===== src/rtl/rstseq_pkg.sv =====
package rstseq_pkg;

  typedef enum logic [2:0] {
    POWER_OFF   = 3'd0,
    COLD_RESET  = 3'd1,
    CONFIG_LOAD = 3'd2,
    HOLDOFF     = 3'd3,
    RUN         = 3'd4,
    WARM_RESET  = 3'd5
  } seqState_t;

  // strobes from control into the datapath
  typedef struct packed {
    logic clrPhase;
    logic setCfg;
  } seqStrobe_t;

  // conditions reported by the datapath to control
  typedef struct packed {
    logic pinHigh;
    logic coldMet;
    logic warmMet;
    logic phaseZero;
    logic cfgDone;
    logic oprDone;
    logic cfgLoaded;
  } seqFlags_t;

endpackage


===== src/rtl/rstseq_datapath.sv =====
module rstseq_datapath
  import rstseq_pkg::*;
#(
  parameter int T_PO        = 1000,
  parameter int T_WARM      = 16,
  parameter int T_OPR       = 200,
  parameter int T_CFG       = 32,
  parameter int SYNC_STAGES = 2
) (
  input  logic       clk,
  input  logic       supplyGood,
  input  logic       rstPinN,
  input  seqStrobe_t strobe,
  output seqFlags_t  flags
);

  localparam int LOW_W  = $clog2(T_PO + 1);
  localparam int PH_MAX = (T_CFG > T_OPR) ? T_CFG : T_OPR;
  localparam int PH_W   = $clog2(PH_MAX + 1);

  localparam logic [LOW_W-1:0] COLD_MIN = LOW_W'(T_PO);
  localparam logic [LOW_W-1:0] WARM_MIN = LOW_W'(T_WARM);
  localparam logic [PH_W-1:0]  CFG_LAST = PH_W'(T_CFG - 1);
  localparam logic [PH_W-1:0]  OPR_LAST = PH_W'(T_OPR - 1);
  localparam logic [PH_W-1:0]  PH_TOP   = PH_W'(PH_MAX);

  logic [SYNC_STAGES-1:0] syncChain;
  logic [LOW_W-1:0]       lowCnt;
  logic [PH_W-1:0]        phaseCnt;
  logic                   cfgLoaded;
  logic                   pinSync;

  // pin synchroniser, released level on power-off
  generate
    if (SYNC_STAGES == 1) begin : g_sync_one
      always_ff @(posedge clk or negedge supplyGood) begin
        if (!supplyGood) syncChain <= '1;
        else             syncChain <= rstPinN;
      end
    end else begin : g_sync_chain
      always_ff @(posedge clk or negedge supplyGood) begin
        if (!supplyGood) syncChain <= '1;
        else             syncChain <= {syncChain[SYNC_STAGES-2:0], rstPinN};
      end
    end
  endgenerate

  assign pinSync = syncChain[SYNC_STAGES-1];

  // consecutive low cycles of the synchronised pin, saturating
  always_ff @(posedge clk or negedge supplyGood) begin
    if (!supplyGood)           lowCnt <= '0;
    else if (pinSync)          lowCnt <= '0;
    else if (lowCnt != COLD_MIN) lowCnt <= lowCnt + 1'b1;
  end

  // shared timer for configuration load and hold-off
  always_ff @(posedge clk or negedge supplyGood) begin
    if (!supplyGood)             phaseCnt <= '0;
    else if (strobe.clrPhase)    phaseCnt <= '0;
    else if (phaseCnt != PH_TOP) phaseCnt <= phaseCnt + 1'b1;
  end

  // configuration loaded: survives warm resets, cleared by supply loss
  always_ff @(posedge clk or negedge supplyGood) begin
    if (!supplyGood)        cfgLoaded <= 1'b0;
    else if (strobe.setCfg) cfgLoaded <= 1'b1;
  end

  always_comb begin
    flags.pinHigh   = pinSync;
    flags.coldMet   = (lowCnt >= COLD_MIN);
    flags.warmMet   = (lowCnt >= WARM_MIN);
    flags.phaseZero = (phaseCnt == '0);
    flags.cfgDone   = (phaseCnt == CFG_LAST);
    flags.oprDone   = (phaseCnt >= OPR_LAST);
    flags.cfgLoaded = cfgLoaded;
  end

endmodule


===== src/rtl/rstseq_ctrl.sv =====
module rstseq_ctrl
  import rstseq_pkg::*;
(
  input  logic       clk,
  input  logic       supplyGood,
  input  logic       aboveLockout,
  input  logic       flashBusy,
  input  seqFlags_t  flags,
  output seqStrobe_t strobe,
  output logic       intReset,
  output logic       cfgLoadStart,
  output logic       flashAbort,
  output logic       writeInhibit,
  output logic       accessReady,
  output logic       logicValid
);

  seqState_t state, nextState;

  always_ff @(posedge clk or negedge supplyGood) begin
    if (!supplyGood) state <= POWER_OFF;
    else             state <= nextState;
  end

  always_comb begin
    nextState       = state;
    strobe.clrPhase = 1'b0;
    strobe.setCfg   = 1'b0;
    unique case (state)
      POWER_OFF: nextState = COLD_RESET;
      COLD_RESET: begin
        if (flags.coldMet) begin
          nextState       = CONFIG_LOAD;
          strobe.clrPhase = 1'b1;
        end
      end
      CONFIG_LOAD: begin
        strobe.setCfg = flags.cfgDone && !flags.cfgLoaded;
        if (flags.cfgLoaded && flags.pinHigh) begin
          nextState       = HOLDOFF;
          strobe.clrPhase = 1'b1;
        end
      end
      HOLDOFF: begin
        if (flags.warmMet) begin
          // a fresh qualified pulse restarts the window
          nextState       = flags.pinHigh ? HOLDOFF : WARM_RESET;
          strobe.clrPhase = 1'b1;
        end else if (flags.oprDone && !flashBusy) begin
          nextState = RUN;
        end
      end
      RUN: begin
        if (flags.warmMet) begin
          nextState       = flags.pinHigh ? HOLDOFF : WARM_RESET;
          strobe.clrPhase = 1'b1;
        end
      end
      WARM_RESET: begin
        if (flags.pinHigh) begin
          nextState       = HOLDOFF;
          strobe.clrPhase = 1'b1;
        end
      end
      default: nextState = POWER_OFF;
    endcase
  end

  always_comb begin
    accessReady  = (state == RUN);
    intReset     = !accessReady;
    cfgLoadStart = (state == CONFIG_LOAD) && flags.phaseZero;
    flashAbort   = intReset && flashBusy;
    writeInhibit = intReset || !aboveLockout;
    logicValid   = flags.cfgLoaded;
  end

endmodule


===== src/rtl/reset_sequencer.sv =====
module reset_sequencer
  import rstseq_pkg::*;
#(
  parameter int T_PO        = 1000,
  parameter int T_WARM      = 16,
  parameter int T_OPR       = 200,
  parameter int T_CFG       = 32,
  parameter int SYNC_STAGES = 2
) (
  input  logic clk,
  input  logic supplyGood,
  input  logic rstPinN,
  input  logic aboveLockout,
  input  logic flashBusy,
  output logic intReset,
  output logic cfgLoadStart,
  output logic flashAbort,
  output logic writeInhibit,
  output logic accessReady,
  output logic logicValid
);

  seqStrobe_t strobe;
  seqFlags_t  flags;

  rstseq_datapath #(
    .T_PO(T_PO), .T_WARM(T_WARM), .T_OPR(T_OPR), .T_CFG(T_CFG),
    .SYNC_STAGES(SYNC_STAGES)
  ) u_dp (
    .clk(clk), .supplyGood(supplyGood), .rstPinN(rstPinN),
    .strobe(strobe), .flags(flags)
  );

  rstseq_ctrl u_ctrl (
    .clk(clk), .supplyGood(supplyGood), .aboveLockout(aboveLockout),
    .flashBusy(flashBusy), .flags(flags), .strobe(strobe),
    .intReset(intReset), .cfgLoadStart(cfgLoadStart),
    .flashAbort(flashAbort), .writeInhibit(writeInhibit),
    .accessReady(accessReady), .logicValid(logicValid)
  );

endmodule


===== config.mk =====
export PLATFORM = sky130hd
export DESIGN_NAME = reset_sequencer
export DESIGN_NICKNAME = d
export VERILOG_FILES = /design/src/rtl/rstseq_pkg.sv /design/src/rtl/rstseq_datapath.sv /design/src/rtl/rstseq_ctrl.sv /design/src/rtl/reset_sequencer.sv
export SDC_FILE = /design/constraint.sdc
export NUM_CORES = 1
export LEC_CHECK = 0
export CAP_MARGIN = 20
export CORE_ASPECT_RATIO = 0.5
export CORE_UTILIZATION = 50
export CTS_BUF_LIST = sky130_fd_sc_hd__clkbuf_16
export DETAILED_ROUTE_END_ITERATION = 8
export PLACE_DENSITY = 0.75
export SLEW_MARGIN = 20
export SYNTH_ARGS = -nofsm -noshare
export SYNTH_HDL_FRONTEND = slang
export SYNTH_HIERARCHICAL = 1
export SYNTH_SLANG_ARGS = --single-unit

===== constraint.sdc =====
create_clock -name clk -period 2.3 [get_ports clk]
set_input_delay 0.575 -clock clk [delete_from_list [all_inputs] [get_ports clk]]
set_output_delay 0.575 -clock clk [all_outputs]
set_load 0.01 [all_outputs]

==> results.toml <==
[die]
die_w_um = 77.7
ios = 11
row_count = 13
die-height_um = 39.8
start_util_pct = 54.0
core_area_mm2 = 0.00265
dieArea_mm2 = 0.00309

[pwr]
powerDensity_mw_per_mm2 = 544
power_frac_seq_pct = 45.1
power.switching_uw = 177
combPwrFrac_pct = 3.9
leakagePower_nw = 0.714
internal-power_uw = 792
vdd_drop_max_mv = 0.294
power_frac_clock_pct = 51.0
swShare_pct = 18.3

[logic_synthesis]
syn_area_mm2 = 0.00143
synth_cell_types = 45
syn_area_per_cell_um2 = 9.06
yosysSeqAreaShare_pct = 42.1
async_flop_share_pct = 100
syn_inst = 158
synth_fp_nets = 167
synth_edf_count = 0
synth_warnings = 6
synth_flop_cell = "dfrtp_1"
ys_ff_latch = 24

[job]
maxCapViolCount = 0

[sta]
hold_violations = 0
worst_slack_ns = -0.0434
fmax_mhz = 427
rsz0062_at_grt = "yes"
worst_pin_slew_ns = 0.732
final-setup-viol-count = 1
fin_crit_sh_pct = 102
fin_crit_ns = 2.34
slew_violations = 0
max_slew_margin_pct = 50.6
clock_skew_ns = 0.00405

[grt]
grt_max_degree = 25
grt-ovfl-total = 0
antenna_found_initial = 0
grt_use_total_pct = 20.5
grt_pass1_vias = 1009
grt_pass1_wl_mm = 4.57

[drt]
vias = 1194
firstDrtPassIters = 4
drtIter0Drc = 58
routed_wl_mm = 2.92
routedWlPerCell_um = 13.5
drc = 0
route.antenna.remaining_nets = 0
vias_per_cell = 5.53

[setup_path]
startpoint_type = "register"
arrival_ns = 1.77
rrSetupSlack_ns = 0.16
r2r_cells = 9
cpPeakStageDelay_ns = 0.46
critical_path.cell_chain = "inv_2, ha_4, or4b_4, nor4_4, nor3b_2, buf_2"
slowest_stage = "or4b_4"
crit_type = "register to output port"
cp_max_fo = 2
worst_setup_path_end_kind = "output port"
cp.required_ns = 1.73

[min_path]
whs_path_depth = 0
min_path_type = "register to register"

[clocking]
cts.sinks = 24
cts_tree = "built"
clockRootBuffer = "clkbuf_16"
hold_buffers = 0
htreeDepth = 1
clk-insertion-delay-late_ns = 0.26
cts_made_buffers = 3
clockBufferDepth = 2
path_clk_slew_ns = 0.06

[outcome]
violations = "negative setup slack"
status = "complete, but fails checks"

[place]
gp_congestion = 0.871
dp.cells = 211
dp_hpwl_mm = 2.05
post-place-ws_ns = -0.454
io_buffers = 10

[final_layout]
finish.utilization_pct = 67.1
final_cell_mix = "22 x dfrtp_1, 16 x buf_4, 15 x nand2_1"
n_antenna_cell = 0
syn2layout_area_growth_pct = 24.3
final_nets = 189
final_common_cell = "dfrtp_1"
drive_above_1_share_pct = 20.7
instances_no_fill = 216
-- timing repair --
action | 4_1_cts | 5_1_grt
setup endpoints to repair | 1 | 2
setup buffers | 0 | 1
pin swaps | 2 | 2
gates resized for setup | 12 | 1
-- synth_stat cells (2+ instances only) --
cell type  number  share of area, %
a21oi_1        13               4.5
and2_1          2              0.87
buf_1           2              0.52
buf_4           4               2.1
dfrtp_1        22                38
dfstp_2         2               3.7
ha_1            4               3.5
inv_1          11               2.9
mux2_1          2               1.6
nand2_1        15               3.9
nand2b_1        3               1.3
nand3_1         8               2.8
nand4_1         2              0.87
nor2_1         13               3.4
nor2b_1         2              0.87
nor3_1          3               1.0
nor3b_1         2               1.0
nor4_1          3               1.3
o21ai_0         7               2.4
o31ai_1         4               2.1
or3_1           4               1.7
or4_1           4               2.1
xor2_1          4               2.4
-- worst max-delay path: cells and delay by family, from the launching register on --
family | cells | cell delay, ns
fa+ha+maj | 1 | 0.12
simple gates | 3 | 0.77
flops | 1 | 0.40
buf+inv | 2 | 0.22
-- stage by stage --
step	hold slack [ns]	total power [mW]	area, um2	TNS [ns]
finish	0.356	0.969	1780	-0.0434
global route	0.360	0.999	1780	-0.130
CTS	0.357	0.985	1770	-0.144
detailed placement	0.348	0.482	1630	-0.454
global placement	0.347	0.482	1630	-0.388
floorplan	0.279	0.460	1430	0
-- routing by layer --
layer  wire [um]  part of all wire (%)  global-route usage, %
met5           0                     0                      0
met4          20                  0.68                   8.49
met3          91                   3.1                   6.05
met2        1500                    51                   39.6
met1        1310                    45                   22.1
-- power by group through the flow --
stage                     registers [mW]  logic [mW]  clock network, mW
after CTS                          0.436      0.0383              0.510
after detailed placement           0.444      0.0381                  0
after global routing               0.437      0.0424              0.519
after floorplan                    0.443      0.0167                  0
final                              0.437      0.0376              0.494
after global placement             0.444      0.0372                  0
-- worst paths after layout --
| check | start | endpoint |
|---|---|---|
| max | u_dp/phaseCnt[1]$_DFFE_PN0P_ | cfgLoadStart |
| min | u_dp/syncChain[0]$_DFF_PN1_ | u_dp/syncChain[1]$_DFF_PN1_ |
| max reg2reg | u_dp/phaseCnt[0]$_DFFE_PN0P_ | u_ctrl/state[2]$_DFFE_PN0P_ |
| min reg2reg | u_dp/syncChain[0]$_DFF_PN1_ | u_dp/syncChain[1]$_DFF_PN1_ |
| max in group asynchronous | supplyGood | u_dp/syncChain[1]$_DFF_PN1_ |
| min in group asynchronous | supplyGood | u_dp/phaseCnt[5]$_DFFE_PN0P_ |
-- area by class of cell --
class	count	area (um2)
clock buffer	3	75.1
clock inverter	1	30.0
fill	186	872
inverter	11	41.3
multi-input combinational	114	768
sequential	24	603
tap	37	46.3
timing repair buffer	26	215
-- state kept, by name, summed over array words and instances (netlist names) --
signal and cells:
u_dp/phaseCnt 8, u_ctrl/state 3, u_dp/cfgLoaded 1, u_dp/lowCnt 10, u_dp/syncChain 2
-- logic make-up after synthesis --
family	count (synthesis)	share of synthesized area, %
AOI/OAI and AO/OA	32	14.9
muxes	4	3.06
buffers and inverters	20	6.91
DFF	24	42.1
adders and majority gates	4	3.50
and+or+nand+nor	69	26.5
xor gates and xnor gates	5	3.06
Note: power is estimated with default switching activity, not from simulation.
